<file path="src/rtl/trig_clk_pkg.sv">
package trig_clk_pkg;

  // Number of consecutive stable clocks a filter setting demands.
  function automatic int unsigned flt_len(input int unsigned setting);
    return 2 * setting;
  endfunction

  // Last phase index of the prescaler for a given ratio select.
  function automatic int unsigned div_last(input int unsigned setting);
    return (1 << setting) - 1;
  endfunction

endpackage

</file>
<file path="src/rtl/tcp_src_cond.sv">
module tcp_src_cond #(
  parameter int N_SRC       = 16,
  parameter int SEL_W       = $clog2(N_SRC),
  parameter int SYNC_STAGES = 2
) (
  input  logic             clk,
  input  logic             rst_n,
  input  logic [N_SRC-1:0] srcs,
  input  logic [SEL_W-1:0] sel,
  input  logic             inv,
  output logic             sync_o
);

  logic                   raw;
  logic [SYNC_STAGES-1:0] stg_d;
  logic [SYNC_STAGES-1:0] stg_q;

  always_comb begin
    raw = srcs[sel] ^ inv;
  end

  generate
    for (genvar i = 0; i < SYNC_STAGES; i++) begin : g_stage
      if (i == 0) begin : g_first
        assign stg_d[i] = raw;
      end else begin : g_next
        assign stg_d[i] = stg_q[i-1];
      end
    end
  endgenerate

  always_ff @(posedge clk or negedge rst_n) begin
    if (!rst_n) begin
      stg_q <= '0;
    end else begin
      stg_q <= stg_d;
    end
  end

  assign sync_o = stg_q[SYNC_STAGES-1];

endmodule

</file>
<file path="src/rtl/tcp_prescaler.sv">
module tcp_prescaler
  import trig_clk_pkg::*;
#(
  parameter  int PSC_W = 2,
  localparam int PH_W  = (1 << PSC_W) - 1
) (
  input  logic             clk,
  input  logic             rst_n,
  input  logic             sig,
  input  logic [PSC_W-1:0] psc_sel,
  input  logic             run,
  output logic             lvl
);

  logic             sig_q;
  logic [PSC_W-1:0] sel_q;
  logic [PH_W-1:0]  ph_q;
  logic [PH_W-1:0]  ph_d;
  logic [PH_W-1:0]  last;
  logic             fall;
  logic             clr;

  always_comb begin
    last = PH_W'(div_last(int'(psc_sel)));
    fall = sig_q & ~sig;
    clr  = !run || (psc_sel != sel_q);
    ph_d = ph_q;
    if (clr) begin
      ph_d = '0;
    end else if (fall) begin
      ph_d = (ph_q == last) ? '0 : ph_q + 1'b1;
    end
  end

  always_ff @(posedge clk or negedge rst_n) begin
    if (!rst_n) begin
      sig_q <= 1'b0;
      sel_q <= '0;
      ph_q  <= '0;
    end else begin
      sig_q <= sig;
      sel_q <= psc_sel;
      ph_q  <= ph_d;
    end
  end

  // Only the active phase of the ratio-th cycle passes.
  assign lvl = sig & (ph_q == last);

  AST_PSC_CLEAR: assert property (@(posedge clk) disable iff (!rst_n) !run |=> ph_q == '0);

endmodule

</file>
<file path="src/rtl/tcp_filter.sv">
module tcp_filter
  import trig_clk_pkg::*;
#(
  parameter  int FLT_W = 4,
  localparam int LEN_W = FLT_W + 1
) (
  input  logic             clk,
  input  logic             rst_n,
  input  logic             din,
  input  logic [FLT_W-1:0] flt_sel,
  output logic             dout
);

  logic             out_q;
  logic             out_d;
  logic [LEN_W-1:0] tmr_q;
  logic [LEN_W-1:0] tmr_d;
  logic [LEN_W-1:0] reload;
  logic             bypass;

  always_comb begin
    reload = LEN_W'(flt_len(int'(flt_sel))) - 1'b1;
    bypass = (flt_sel == '0);
    out_d  = out_q;
    tmr_d  = tmr_q;
    if (bypass) begin
      out_d = din;
      tmr_d = reload;
    end else if (din == out_q) begin
      tmr_d = reload;
    end else if (tmr_q == '0) begin
      out_d = din;
      tmr_d = reload;
    end else begin
      tmr_d = tmr_q - 1'b1;
    end
  end

  always_ff @(posedge clk or negedge rst_n) begin
    if (!rst_n) begin
      out_q <= 1'b0;
      tmr_q <= '1;
    end else begin
      out_q <= out_d;
      tmr_q <= tmr_d;
    end
  end

  assign dout = bypass ? din : out_q;

  AST_FLT_QUIET: assert property (@(posedge clk) disable iff (!rst_n) (flt_sel != '0 && din == out_q) |=> $stable(out_q));

endmodule

</file>
<file path="src/rtl/tcp_edge_count.sv">
module tcp_edge_count #(
  parameter int CNT_W = 32
) (
  input  logic             clk,
  input  logic             rst_n,
  input  logic             lvl,
  input  logic             ext_en,
  input  logic             cnt_en,
  output logic [CNT_W-1:0] count
);

  logic             prev_q;
  logic             pulse;
  logic             step;
  logic [CNT_W-1:0] cnt_q;
  logic [CNT_W-1:0] cnt_d;

  always_comb begin
    pulse = lvl & ~prev_q;
    step  = pulse & ext_en & cnt_en;
    cnt_d = step ? cnt_q + 1'b1 : cnt_q;
  end

  always_ff @(posedge clk or negedge rst_n) begin
    if (!rst_n) begin
      prev_q <= 1'b0;
      cnt_q  <= '0;
    end else begin
      prev_q <= lvl;
      cnt_q  <= cnt_d;
    end
  end

  assign count = cnt_q;

  AST_PULSE_SINGLE: assert property (@(posedge clk) disable iff (!rst_n) pulse |=> !pulse);
  AST_CNT_STEP: assert property (@(posedge clk) disable iff (!rst_n) !$stable(cnt_q) |-> cnt_q == $past(cnt_q) + CNT_W'(1));
  AST_CNT_GATED: assert property (@(posedge clk) disable iff (!rst_n) !(ext_en && cnt_en) |=> $stable(cnt_q));

endmodule

</file>
<file path="src/rtl/trig_clk_counter.sv">
module trig_clk_counter #(
  parameter  int N_SRC       = 16,
  parameter  int PSC_W       = 2,
  parameter  int FLT_W       = 4,
  parameter  int CNT_W       = 32,
  parameter  int SYNC_STAGES = 2,
  localparam int SEL_W       = $clog2(N_SRC)
) (
  input  logic             clk,
  input  logic             rst_n,
  input  logic             trig_pin,
  input  logic [N_SRC-2:0] trig_int,
  input  logic [SEL_W-1:0] src_sel,
  input  logic             inv_pol,
  input  logic [PSC_W-1:0] psc_sel,
  input  logic [FLT_W-1:0] flt_sel,
  input  logic             ext_mode_en,
  input  logic             cnt_en,
  output logic [CNT_W-1:0] count
);

  logic [1:0]       rst_pipe_q;
  logic             rst_int_n;
  logic [N_SRC-1:0] srcs;
  logic             trig_sync;
  logic             trig_div;
  logic             trig_flt;

  // Reset: asserted asynchronously, released after two clocks.
  always_ff @(posedge clk or negedge rst_n) begin
    if (!rst_n) begin
      rst_pipe_q <= '0;
    end else begin
      rst_pipe_q <= {rst_pipe_q[0], 1'b1};
    end
  end

  assign rst_int_n = rst_pipe_q[1];
  assign srcs      = {trig_int, trig_pin};

  tcp_src_cond #(
    .N_SRC       (N_SRC),
    .SEL_W       (SEL_W),
    .SYNC_STAGES (SYNC_STAGES)
  ) u_src (
    .clk    (clk),
    .rst_n  (rst_int_n),
    .srcs   (srcs),
    .sel    (src_sel),
    .inv    (inv_pol),
    .sync_o (trig_sync)
  );

  tcp_prescaler #(
    .PSC_W (PSC_W)
  ) u_psc (
    .clk     (clk),
    .rst_n   (rst_int_n),
    .sig     (trig_sync),
    .psc_sel (psc_sel),
    .run     (ext_mode_en),
    .lvl     (trig_div)
  );

  tcp_filter #(
    .FLT_W (FLT_W)
  ) u_flt (
    .clk     (clk),
    .rst_n   (rst_int_n),
    .din     (trig_div),
    .flt_sel (flt_sel),
    .dout    (trig_flt)
  );

  tcp_edge_count #(
    .CNT_W (CNT_W)
  ) u_cnt (
    .clk    (clk),
    .rst_n  (rst_int_n),
    .lvl    (trig_flt),
    .ext_en (ext_mode_en),
    .cnt_en (cnt_en),
    .count  (count)
  );

  AST_RST_CLEAR: assert property (@(posedge clk) !rst_n |-> count == '0);

endmodule

</file>
<file path="config.mk">
export PLATFORM = sky130hd
export DESIGN_NAME = trig_clk_counter
export DESIGN_NICKNAME = d
export VERILOG_FILES = /design/src/rtl/trig_clk_pkg.sv /design/src/rtl/tcp_src_cond.sv /design/src/rtl/tcp_prescaler.sv /design/src/rtl/tcp_filter.sv /design/src/rtl/tcp_edge_count.sv /design/src/rtl/trig_clk_counter.sv
export SDC_FILE = /design/constraint.sdc
export NUM_CORES = 1
export LEC_CHECK = 0
export ABC_AREA = 1
export BUFFER_PORTS_ARGS = -buffer_cell sky130_fd_sc_hd__clkbuf_2
export CAP_MARGIN = 20
export CORE_AREA = 10 10 78 130
export CTS_BUF_LIST = sky130_fd_sc_hd__clkbuf_8
export DETAILED_ROUTE_END_ITERATION = 8
export DIE_AREA = 0 0 88 140
export GPL_ROUTABILITY_DRIVEN = 0
export HOLD_SLACK_MARGIN = 0.06
export PLACE_DENSITY = 0.63
export SETUP_SLACK_MARGIN = 0.5
export SYNTH_ARGS = -nofsm -noshare
export SYNTH_HDL_FRONTEND = slang
export SYNTH_SLANG_ARGS = --single-unit
</file>
<file path="constraint.sdc">
create_clock -name clk -period 1.7 [get_ports clk]
set_input_delay 0.34 -clock clk [delete_from_list [all_inputs] [get_ports clk]]
set_output_delay 0.34 -clock clk [all_outputs]
set_load 0.02 [all_outputs]
</file>
**Word level (Yosys, flattened, before mapping)**

Cells that the tools add are included.

- Reduce and logical (&&, ||, !) cells: 7
- Order comparisons: 1
- Equality and inequality tests: 4
- Bitwise gates (word level): 8
- Add/sub/neg operators: 5
- Multiplexer cells: 12
- Shift operators: 1

Operators with widths:

| cell | count |
|---|---|
| 32-bit by 1-bit adder with 32-bit output, second input constant | 1 |
| 5-bit 2-to-1 mux | 3 |
| 5-bit by 1-bit subtractor with 5-bit output, second input constant | 2 |
| 3-bit 2-to-1 mux | 3 |
| 1-bit bitwise AND | 5 |
| 5-bit zero test | 1 |
| 4-bit by 5-bit less-than comparator with 1-bit output, second input constant | 1 |
| 1-bit 2-to-1 mux | 5 |
| 1-bit binary-select mux with 4-bit select | 1 |
| 4-bit zero test | 1 |
| 2-bit nonzero test | 2 |
| 3-bit by 1-bit adder with 3-bit output, second input constant | 1 |
| 3-bit == test | 1 |
| 1-bit by 2-bit << shifter with 3-bit output, first input constant | 1 |
| 3-bit by 2-bit subtractor with 3-bit output, second input constant | 1 |
| 2-bit by 1-bit != test with 1-bit output, second input constant | 1 |
| 2-bit != test | 1 |
| 1-bit inverter | 2 |
| 2-bit AND reduction | 1 |
| 1-bit == test | 1 |
| 1-bit zero test | 1 |
| 1-bit logical OR | 1 |
| 1-bit XOR | 1 |

- Logic and storage cells: 47
- Input port bits: 31
- Register bits after elaboration: 49

**Longest topological paths before layout**

- Depth in word-level cells: 8
- Gate-level depth with buffers: 11

**Hierarchy**

A second synthesis with hierarchy kept.

- Cell total of the unflattened synthesis: 397
- Area, all modules: 3040.4 µm²

Modules (own cells, without submodules):

| module | area each (µm²) | cells an instance | sequential area each (µm²) | times used |
|---|---|---|---|---|
| tcp_edge_count | 1873.0 | 233 | 825.8 | 1 |
| tcp_filter | 466.7 | 64 | 156.4 | 1 |
| tcp_prescaler | 324.1 | 41 | 150.1 | 1 |
| tcp_src_cond | 322.8 | 56 | 50.0 | 1 |
| trig_clk_counter | 53.8 | 3 | 50.0 | 1 |

**Worst setup path before layout**

Ideal clock, no wire load.

- Path type: register to register
- Start point: register u_cnt.cnt_q[0] (netlist: u_cnt.count[0])
- End point: register u_cnt.cnt_q[28] (netlist: u_cnt.count[28])
- Setup slack: 0.011 ns
- Arrival time: 1.572 ns
- Stages on the path, launching flop included: 11
- Clock period less this slack: 1.689 ns
- Path through: dfrtp_1 > ha_1 > inv_1 > nor2_2 > inv_1 > nor2_1 > nand2_1 > nand2_1 > nand2_1 > nand3_1 > nand2_1

- Word-level cells in the longest chain between the ends: 1

RTL lines:

| item | RTL line | RTL |
|---|---|---|
| start: declaration | tcp_edge_count.sv:15 | `logic [CNT_W-1:0] cnt_q;` |
| start signal: assignment | tcp_edge_count.sv:30 | `cnt_q <= cnt_d;` |
| 32-bit by 1-bit adder with 32-bit output | tcp_edge_count.sv:21 | `cnt_d = step ? cnt_q + 1'b1 : cnt_q;` |

No other way between the ends.
A chain may end at the register's enable or synchronous reset.

**Worst setup path after layout**

- Start point: register u_cnt.cnt_q[2] (netlist: u_cnt.count[2])
- End point: register u_cnt.cnt_q[30] (netlist: u_cnt.count[30])

Same word-level chain as after synthesis.

==> impl_metrics.ini <==
[cts]
clockRootBuffer = clkbuf_8
numCtsBuffers = 5
clk_pin_slew_worst_paths_ps = 100
cts.htree.levels = 2
clk_latency_ps = 310
cts.path.max_buffers = 2
clock-sinks = 49
cts_tree = yes

[outcome]
status = complete, no violations

[yosys]
syn_inst = 492
yosysWarnings = 0
synth_area_mm2 = 0.00332
synth_fp_nets = 527
syn_avg_cell_area_um2 = 6.74
ys_ff_latch = 49
synth_sequential_area_ratio_pct = 37.2
yosys.cell_types.count = 29

[timing]
maxSlewViolCount = 0
setup_viol = 0
timing.fmax_mhz = 686
finClkSkew_ps = 5.45
fin_crit_sh_pct = 85.8
hold_violations = 0
rsz0062_at_grt = true
fin_setup_tns_ps = 0
period_needed_ps = 1460

[setup_path]
worstPathRequired_ps = 1910
reg2regPathDepth = 9
crit_arrival_ps = 1670
critPathLaunchType = register
critPathKind = register to register
r2r-end = u_cnt.count[30]$_DFFE_PN0P_
r2r_start = u_cnt.count[2]$_DFFE_PN0P_
cp-end-kind = register
startpoint = u_cnt.count[2]$_DFFE_PN0P_
critPathMaxFanout = 5
endpoint = u_cnt.count[30]$_DFFE_PN0P_
r2r_slack_ps = 240

[routing]
routedWlPerCell_um = 14.3
num_vias = 3415
drt_iter0_drc = 146
firstDrtPassIters = 4
ant_nets = 0
vias_per_cell = 4.99
drc = 0
drt-total-wl_um = 9800

[pwr]
power_density_mw_per_mm2 = 534
leakagePower_nw = 2.27
finalPower_mw = 2.44
ir_drop_mv = 0.270

[floorplanning]
core.rowCount = 43
io-pin-count = 63
fp.dieH_um = 140
start_util_pct = 41.9
core-area_mm2 = 0.00791
fp.dieW_um = 88
design.die.area_mm2 = 0.0123

[final_layout]
drive_gt1_share_pct = 32.0
final_common_cell = nand2_1
fin_nets = 628
final_cell_mix = nand2_1 (200), nor2_1 (48), nand3_1 (44)
antenna_cells = 0
utilization_pct = 57.9
areaGrowthSynthToFinish_pct = 38.1

[hold_path]
min_path_type = register to asynchronous set/reset pin

[place]
dpl.hpwl_um = 7360
io_buffers = 62

[grt]
grt_util_all_layers_pct = 16.4
grt_max_degree = 33
grt_pass1_wl_um = 16400
overflow = 0
antenna_found_initial = 0
grt_pass1_vias = 3544

[run]
max_cap_viol_count = 0
## metrics by stage
stage                     setup slack (ps)  cell area, um^2  hold WS (ps)  instances
after detailed placement              96.8             3860           126        640
after global placement                 108             3860           125        640
after floorplan                        292             3430          44.4        492
after CTS                              250             4510           223        680
final                                  242             4580           205        684
after global routing                  96.5             4580           240        684
## power by group
| part | internal [mW] | switching (mW) |
|---|---|---|
| sequential | 1.22 | 0.0636 |
| combinational | 0.200 | 0.241 |
| clock | 0.293 | 0.425 |
## metal layers
metal,GRT usage (%),wire [um]
met5,0,0
met4,7.00,310
met3,2.90,466
met2,30.6,5400
met1,16.7,3620
## repair_timing
action                     CTS  global route
hold endpoints to repair     2             0
buffers inserted            31             4
hold buffers                 1             0
resized for setup           74            18
setup endpoints to repair   74            75
pin swaps                   10             3
gates cloned                 0             0
## state kept, by name, summed over array words and instances, names as in the netlist
register,count
u_cnt.prev_q,1
u_flt.out_q,1
u_psc.sig_q,1
rst_pipe_q,2
u_psc.ph_q,3
u_psc.sel_q,2
u_cnt.count,32
u_src.stg_q,2
u_flt.tmr_q,5
## area by class of cell
type	instances	area [um^2]
tap	90	113
multi-input combinational	390	1990
timing repair buffer	106	968
clock buffer	5	68.8
inverter	41	154
clock inverter	3	21.3
sequential	49	1260
fill	738	3330
## critical path: stages, from the launching register on
cell     delay, ps
dfrtp_2        450
nand2_2        120
nor2_1         150
nand2_1        160
nor2_4         160
nand2_1         70
nand2_1         60
nand2_1         50
nand3_1         80
nand2_1         50
## worst min-delay path by stage
| stage | start | endpoint | slack, ps | cells past startpoint |
|---|---|---|---|---|
| 2_1_floorplan | rst_n | rst_pipe_q[0]$_DFF_PN0_ | 40 | 0 |
| 3_3_place_gp | rst_n | rst_pipe_q[0]$_DFF_PN0_ | 130 | 1 |
| 3_5_place_dp | rst_n | rst_pipe_q[0]$_DFF_PN0_ | 130 | 1 |
| 4_1_cts | rst_pipe_q[1]$_DFF_PN0_ | u_src.stg_q[1]$_DFF_PN0_ | 220 | 0 |
| 5_1_grt | rst_pipe_q[1]$_DFF_PN0_ | u_src.stg_q[1]$_DFF_PN0_ | 240 | 0 |
| 6_report | rst_pipe_q[1]$_DFF_PN0_ | u_src.stg_q[1]$_DFF_PN0_ | 210 | 0 |
## cell usage after synthesis (all sizes together)
| master | n | area share [%] |
|---|---|---|
| or2 | 1 | 0.19 |
| dfstp | 5 | 4.0 |
| o21ai | 8 | 1.2 |
| nor3b | 2 | 0.60 |
| nand3b | 16 | 3.6 |
| inv | 41 | 4.6 |
| clkbuf | 1 | 0.11 |
| nand2 | 211 | 24 |
| conb | 1 | 0.11 |
| xnor2 | 4 | 1.1 |
| nor2 | 62 | 7.5 |
| nand3 | 52 | 8.5 |
| ha | 4 | 1.5 |
| buf | 11 | 2.8 |
| dfrtp | 44 | 33 |
| nand4 | 1 | 0.38 |
| xor2 | 16 | 4.2 |
| o211ai | 4 | 0.91 |
| nor3 | 4 | 0.60 |
| a21oi | 4 | 0.60 |
## cells by family (layout without fill, tap and decap cells)
| family | after synthesis | after routing | share of synthesized area, % |
|---|---|---|---|
| buf+inv | 53 | 155 | 7.55 |
| fa+ha+maj | 4 | 4 | 1.51 |
| other cells | 1 | 1 | 0.113 |
| simple gates | 349 | 349 | 45.7 |
| flops | 49 | 49 | 37.2 |
| compound gates | 16 | 16 | 2.72 |
| xor+xnor | 20 | 20 | 5.28 |
Power figures use the tool's default switching activity.
